File: config.mk
export PLATFORM = sky130hd
export DESIGN_NAME = psram_burst_ctrl
export DESIGN_NICKNAME = d
export VERILOG_FILES = /design/src/rtl/psram_burst_pkg.sv /design/src/rtl/psram_seg_plan.sv /design/src/rtl/psram_beat_gate.sv /design/src/rtl/psram_stall_timer.sv /design/src/rtl/psram_burst_ctrl.sv
export SDC_FILE = /design/constraint.sdc
export NUM_CORES = 1
export LEC_CHECK = 0
export BUFFER_PORTS_ARGS = -buffer_cell sky130_fd_sc_hd__clkbuf_2
export CAP_MARGIN = 25
export CORE_UTILIZATION = 50
export CTS_CLUSTER_SIZE = 14
export DETAILED_ROUTE_END_ITERATION = 16
export PLACE_DENSITY = 0.77
export REMOVE_ABC_BUFFERS = 1
export SLEW_MARGIN = 30
export SYNTH_ARGS = -nofsm -noshare
export SYNTH_HDL_FRONTEND = slang
export SYNTH_SLANG_ARGS = --single-unit
File: constraint.sdc
create_clock -name clk -period 7.17 [get_ports clk]
set_clock_uncertainty 0.2 [all_clocks]
set_input_delay 1.0755 -clock clk [delete_from_list [all_inputs] [get_ports clk]]
set_output_delay 1.0755 -clock clk [all_outputs]
set_load 0.005 [all_outputs]
File: src/rtl/psram_burst_pkg.sv
package psram_burst_pkg;

  typedef enum logic [1:0] {
    ST_IDLE = 2'd0,
    ST_ADDR = 2'd1,
    ST_DATA = 2'd2,
    ST_GAP  = 2'd3
  } burst_state_e;

  // Words from addr up to and including the last word of its row (row_words is a power of two).
  function automatic int unsigned room_in_row(input int unsigned addr, input int unsigned row_words);
    return row_words - (addr & (row_words - 1));
  endfunction

  // Length of the burst that starts at addr with 'left' words still owed.
  function automatic int unsigned seg_words(input int unsigned addr, input int unsigned left,
                                            input int unsigned row_words);
    int unsigned room;
    room = room_in_row(addr, row_words);
    return (left < room) ? left : room;
  endfunction

endpackage

File: src/rtl/psram_seg_plan.sv
module psram_seg_plan
  import psram_burst_pkg::*;
#(
  parameter int ADDR_W    = 22,
  parameter int LEN_W     = 8,
  parameter int ROW_WORDS = 128
) (
  input  logic [ADDR_W-1:0] seg_addr,
  input  logic [LEN_W-1:0]  words_left,
  output logic [LEN_W-1:0]  seg_len
);
  always_comb begin
    seg_len = LEN_W'(seg_words(32'(seg_addr), 32'(words_left), 32'(ROW_WORDS)));
  end
endmodule

File: src/rtl/psram_beat_gate.sv
module psram_beat_gate #(
  parameter int FIXED_LAT = 4
) (
  input  logic clk,
  input  logic rst_n,
  input  logic start,
  input  logic active,
  input  logic fixed_mode,
  input  logic dev_wait,
  output logic go
);
  localparam int LAT_W = $clog2(FIXED_LAT + 1);
  localparam logic [LAT_W-1:0] LAT_LIM = LAT_W'(FIXED_LAT);

  logic [LAT_W-1:0] lat_cnt;
  logic             lat_done;

  // Counts data-phase cycles after the address cycle; saturates once the latency is met.
  always_ff @(posedge clk or negedge rst_n) begin
    if (!rst_n)                          lat_cnt <= '0;
    else if (start)                      lat_cnt <= LAT_W'(1);
    else if (active && lat_cnt < LAT_LIM) lat_cnt <= lat_cnt + 1'b1;
  end

  assign lat_done = (lat_cnt >= LAT_LIM);
  assign go       = active && (fixed_mode ? lat_done : !dev_wait);
endmodule

File: src/rtl/psram_stall_timer.sv
module psram_stall_timer #(
  parameter int TIMEOUT_LIM = 64
) (
  input  logic clk,
  input  logic rst_n,
  input  logic stalled,
  output logic expire
);
  localparam int TO_W = $clog2(TIMEOUT_LIM);
  localparam logic [TO_W-1:0] LAST = TO_W'(TIMEOUT_LIM - 1);

  logic [TO_W-1:0] run;

  assign expire = stalled && (run == LAST);

  always_ff @(posedge clk or negedge rst_n) begin
    if (!rst_n)                 run <= '0;
    else if (!stalled || expire) run <= '0;
    else                        run <= run + 1'b1;
  end
endmodule

File: src/rtl/psram_burst_ctrl.sv
module psram_burst_ctrl
  import psram_burst_pkg::*;
#(
  parameter int ADDR_W      = 22,
  parameter int LEN_W       = 8,
  parameter int ROW_WORDS   = 128,
  parameter int FIXED_LAT   = 4,
  parameter int TIMEOUT_LIM = 64
) (
  input  logic              clk,
  input  logic              rst_n,
  input  logic              cfg_fixed_lat,
  input  logic              req_valid,
  output logic              req_ready,
  input  logic [ADDR_W-1:0] req_addr,
  input  logic [LEN_W-1:0]  req_len,
  input  logic              req_write,
  input  logic [15:0]       wr_data,
  input  logic [1:0]        wr_mask,
  output logic              wr_ready,
  output logic [15:0]       rd_data,
  output logic              rd_valid,
  output logic              rd_last,
  output logic              timeout_err,
  output logic              mem_ce_n,
  output logic              mem_adv_n,
  output logic              mem_we_n,
  output logic              mem_oe_n,
  output logic              mem_lb_n,
  output logic              mem_ub_n,
  output logic [ADDR_W-1:0] mem_addr,
  output logic [15:0]       mem_dq_out,
  output logic              mem_dq_oe,
  input  logic [15:0]       mem_dq_in,
  input  logic              mem_wait
);
  burst_state_e      state;
  logic [ADDR_W-1:0] seg_addr;
  logic [ADDR_W-1:0] beat_addr;
  logic [LEN_W-1:0]  remain;
  logic [LEN_W-1:0]  seg_left;
  logic [LEN_W-1:0]  seg_len_w;
  logic              is_wr;
  logic              fixed_q;
  logic              got_beat;

  // Named internal events
  logic in_addr, in_data, on_bus, go, beat, stalled, expire, seg_end, req_end;

  assign in_addr = (state == ST_ADDR);
  assign in_data = (state == ST_DATA);
  assign on_bus  = in_addr || in_data;
  assign beat    = in_data && go;
  assign stalled = in_data && !fixed_q && mem_wait;
  assign seg_end = beat && (seg_left == LEN_W'(1));
  assign req_end = beat && (remain == LEN_W'(1));

  psram_seg_plan #(.ADDR_W(ADDR_W), .LEN_W(LEN_W), .ROW_WORDS(ROW_WORDS)) u_plan (
    .seg_addr  (seg_addr),
    .words_left(remain),
    .seg_len   (seg_len_w)
  );

  psram_beat_gate #(.FIXED_LAT(FIXED_LAT)) u_gate (
    .clk       (clk),
    .rst_n     (rst_n),
    .start     (in_addr),
    .active    (in_data),
    .fixed_mode(fixed_q),
    .dev_wait  (mem_wait),
    .go        (go)
  );

  psram_stall_timer #(.TIMEOUT_LIM(TIMEOUT_LIM)) u_timer (
    .clk    (clk),
    .rst_n  (rst_n),
    .stalled(stalled),
    .expire (expire)
  );

  always_ff @(posedge clk or negedge rst_n) begin
    if (!rst_n) begin
      state       <= ST_IDLE;
      seg_addr    <= '0;
      beat_addr   <= '0;
      remain      <= '0;
      seg_left    <= '0;
      is_wr       <= 1'b0;
      fixed_q     <= 1'b0;
      got_beat    <= 1'b0;
      timeout_err <= 1'b0;
    end else begin
      unique case (state)
        ST_IDLE: if (req_valid) begin
          seg_addr    <= req_addr;
          remain      <= req_len;
          is_wr       <= req_write;
          fixed_q     <= cfg_fixed_lat;
          timeout_err <= 1'b0;
          state       <= ST_ADDR;
        end
        ST_ADDR: begin
          beat_addr <= seg_addr;
          seg_left  <= seg_len_w;
          got_beat  <= 1'b0;
          state     <= ST_DATA;
        end
        ST_DATA: begin
          if (beat) begin
            beat_addr <= beat_addr + 1'b1;
            remain    <= remain - 1'b1;
            seg_left  <= seg_left - 1'b1;
            got_beat  <= 1'b1;
            if (req_end) begin
              state <= ST_IDLE;
            end else if (seg_end) begin
              seg_addr <= beat_addr + 1'b1;
              state    <= ST_GAP;
            end
          end else if (expire) begin
            timeout_err <= 1'b1;
            state       <= ST_IDLE;
          end
        end
        ST_GAP: state <= ST_ADDR;
        default: state <= ST_IDLE;
      endcase
    end
  end

  always_ff @(posedge clk or negedge rst_n) begin
    if (!rst_n) begin
      rd_data  <= '0;
      rd_valid <= 1'b0;
      rd_last  <= 1'b0;
    end else begin
      rd_valid <= beat && !is_wr;
      rd_last  <= req_end && !is_wr;
      if (beat && !is_wr) rd_data <= mem_dq_in;
    end
  end

  assign req_ready  = (state == ST_IDLE);
  assign wr_ready   = beat && is_wr;
  assign mem_ce_n   = !on_bus;
  assign mem_adv_n  = !in_addr;
  assign mem_we_n   = !(on_bus && is_wr);
  assign mem_oe_n   = !(in_data && !is_wr);
  assign mem_lb_n   = !on_bus || (is_wr && !(beat && wr_mask[0]));
  assign mem_ub_n   = !on_bus || (is_wr && !(beat && wr_mask[1]));
  assign mem_addr   = seg_addr;
  assign mem_dq_out = wr_data;
  assign mem_dq_oe  = beat && is_wr;
endmodule

==> summary.md <==
| Metric | Value |
|---|---|
| Status | `finished clean` |
| Tmin final | `3.53 ns` |
| TritonCTS buffer count | `9` |
| Max_cap viols | `0` |
| Rel. slew slack | `0.396` |
| Routed vias/inst | `6.00` |
| CP Launch Type | `input pin` |
| GPL Wtd Cong | `0.819` |
| Power share of the combinational group | `0.500` |
| Slowest CP cell | `or2_2` |
| Clock buffer depth | `2` |
| Clock power share | `0.160` |
| Sw Ratio | `0.425` |
| H-Tree Depth | `3` |
| Die area | `12000 um^2` |
| WS Path Type | `in -> out` |
| Setup repair after global routing missed its margin | `false` |
| Core Region | `11100 um^2` |
| Post-synthesis sequential area ratio | `0.397` |
| Crit path max-delay family | `simple AND/OR/NAND/NOR gates` |
| Routed len/inst | `16.7 um` |
| Sw Pwr | `0.00131 W` |
| Worst-margin pin slew | `0.904 ns` |
| Hpwl dp | `9750 um` |
| 1st-iter DRT viols | `319` |
| Clock transition at path regs | `0.06 ns` |
| Final routed DRC violation total | `0` |
| Port buffer count | `103` |
| Seq pwr share | `0.340` |
| Clk_lat worst skew | `0.35 ns` |
| Distinct cells, synth | `60` |
| Setup Buffers After CTS | `0` |
| PostCTS Resize Cnt | `0` |
| First-pass GRT wire length | `22200 um` |
| Pwr Total | `0.00308 W` |
| Die span in x | `110 um` |
| Max Freq | `0.283 GHz` |
| Crit path buffers/inverters | `2` |
| Cell Int Power | `0.00177 W` |
| Post-Syn Area | `5800 um^2` |
| GR Overflow Total | `0` |
| Die Y | `110 um` |
| Drt pass-1 iters | `5` |
| CP Cell Sequence | `clkbuf_2 > nor2_1 > or2_2 > nand3_1 > nand2_1 > nand2_1 > clkbuf_2` |
| GR Util All Layers | `0.239` |
| Synthesis-stage register bit count | `92` |
| Hold Path Class | `reg -> reg` |
| Final core utilization | `0.590` |
| Antenna-violating nets left | `0` |
| Ant. Diodes | `0` |
| Async set or reset register ratio after synthesis | `1.00` |
| # nets final | `769` |
| Number of global-route vias before repair | `4578` |
| Wirelength, routed | `13800 um` |
| Root buf cell | `clkbuf_16` |
| Largest net degree at the start of global routing | `89` |
| Hold bufs inserted after CTS | `0` |
| CTS tree | `yes` |
| Fin crit share | `0.493` |
| Syn Inst Count | `620` |
| Share of layout cells above drive strength 1 | `0.267` |
| Total number of vias | `4952` |
| Hold slack | `0.261 ns` |
| Syn Area/Cell | `9.35 um^2` |
| Setup crit end kind | `output pin` |
| Setup Viol. Count Final | `0` |
| Pwr per Cell Area | `472 nW/um^2` |
| Synthesis-to-finish area growth | `12.7%` |
| Initial core utilization | `0.523` |
| Maximum vdd ir drop | `0.000262 V` |
| Row count | `38` |
| Fin Setup TNS | `0 ns` |
| Pleak | `2.89 nW` |
| Io pins | `136` |
| Final Slew Violations | `0` |
| Crit path DAT | `2.26 ns` |
| Final Hold Vio Count | `0` |
| CTS Sinks | `92` |
| Top FF cell, synth | `dfrtp_1` |
| Slowest cell delay on critical path | `0.37 ns` |
| Post-synth EDFFs | `0` |
| Critical Path RT | `5.89 ns` |
| Initial antenna violation count | `0` |
| Ys Warns | `0` |
| CP max FO | `14` |
## cell usage after synthesis (all sizes together) (2+ instances only)
library cell | number | area share
nor2 | 56 | 0.037
ha | 18 | 0.039
nand2 | 45 | 0.029
a21oi | 62 | 0.054
o21ai | 26 | 0.022
or3 | 6 | 0.0065
nor3 | 9 | 0.0078
nor4 | 5 | 0.0054
or4 | 11 | 0.015
nand3 | 19 | 0.017
nor3b | 2 | 0.0026
mux2 | 43 | 0.095
xnor2 | 12 | 0.018
clkbuf | 30 | 0.019
o41ai | 5 | 0.0076
and4 | 2 | 0.0030
o22ai | 10 | 0.011
a211oi | 3 | 0.0039
a41o | 2 | 0.0035
a31oi | 11 | 0.014
a2bb2oi | 4 | 0.0060
o21a | 2 | 0.0026
mux2i | 13 | 0.022
xor2 | 10 | 0.015
nand2b | 6 | 0.0065
nand4 | 8 | 0.0086
o221a | 2 | 0.0039
o32ai | 5 | 0.0076
o31ai | 14 | 0.018
dfrtp | 92 | 0.40
a31o | 4 | 0.0060
and3 | 10 | 0.011
a22oi | 3 | 0.0039
buf | 28 | 0.036
and2 | 4 | 0.0043
inv | 23 | 0.015
## state kept, by name, summed over array words and instances (netlist names)
register / cells
beat_addr: 22
fixed_q: 1
is_wr: 1
mem_addr: 22
rd_data: 16
rd_last: 1
rd_valid: 1
remain: 8
seg_left: 8
state: 2
timeout_err: 1
u_gate.lat_cnt: 3
u_timer.run: 6
## cells by family after synthesis
group,count (synthesis),synth area share
adders and majority gates,18,0.0388
xor gates and xnor gates,22,0.0332
DFF,92,0.397
and+or+nand+nor,188,0.162
AOI/OAI and AO/OA,163,0.181
muxes,56,0.118
buffers and inverters,81,0.0701
## routing by layer
metal  track usage  routed length (um)
met5             0                   0
met4        0.0581                 154
met3        0.0504                 992
met2         0.391                6460
met1         0.323                6200
## path summary, 6_finish.rpt
path | cells after the start | end | from | slack (ns)
worst max register to register | 8 | seg_left[3]$_DFFE_PN0P_ | mem_addr[4]$_DFFE_PN0P_ | 3.94
worst min register to register | 1 | u_timer.run[0]$_DFF_PN0_ | u_timer.run[0]$_DFF_PN0_ | 0.26
worst max-delay path | 7 | mem_ub_n | mem_wait | 3.64
min in group asynchronous | 1 | fixed_q$_DFFE_PN0P_ | rst_n | 0.49
worst min-delay path | 1 | u_timer.run[0]$_DFF_PN0_ | u_timer.run[0]$_DFF_PN0_ | 0.26
max in group asynchronous | 2 | mem_addr[4]$_DFFE_PN0P_ | rst_n | 5.19
## placed cells by master, fill, tap and decap left out, drive strengths merged, types with 10 or more instances in the layout
master	instances
nand3	19
o22ai	10
or4	11
o21ai	26
xnor2	12
inv	24
nor2	56
ha	18
xor2	10
dfrtp	92
mux2i	13
a31oi	11
o31ai	14
and3	10
a21oi	62
mux2	43
nand2	45
clkbuf	112
## power groups by stage
stage	sequential, W	clock (W)	combinational (W)
6_report	0.00105	0.000493	0.00154
5_1_grt	0.00109	0.000524	0.00172
4_1_cts	0.00104	0.000503	0.00155
3_5_place_dp	0.00105	0	0.00154
3_3_place_gp	0.00103	0	0.00148
2_1_floorplan	0.000988	0	0.00111
## area by class of cell
cell class / count / area, um^2
well taps: 140 / 175
fillers: 956 / 4540
multi-input cells: 447 / 3110
flip-flops and latches: 92 / 2300
clock buffers: 10 / 239
repair buffers: 108 / 556
inverters: 23 / 86.3
clock inverters: 6 / 72.6
## through the flow
| stage | area, um^2 | std cells | setup slack [ns] |
|---|---|---|---|
| 2_1_floorplan | 5480 | 562 | 1.80 |
| 3_5_place_dp | 6230 | 810 | 3.65 |
| 4_1_cts | 6540 | 826 | 3.65 |
| 5_1_grt | 6540 | 826 | 3.57 |
| 6_report | 6540 | 826 | 3.64 |
| 3_3_place_gp | 6220 | 810 | 3.78 |
Note: power is estimated with default switching activity, not from simulation.
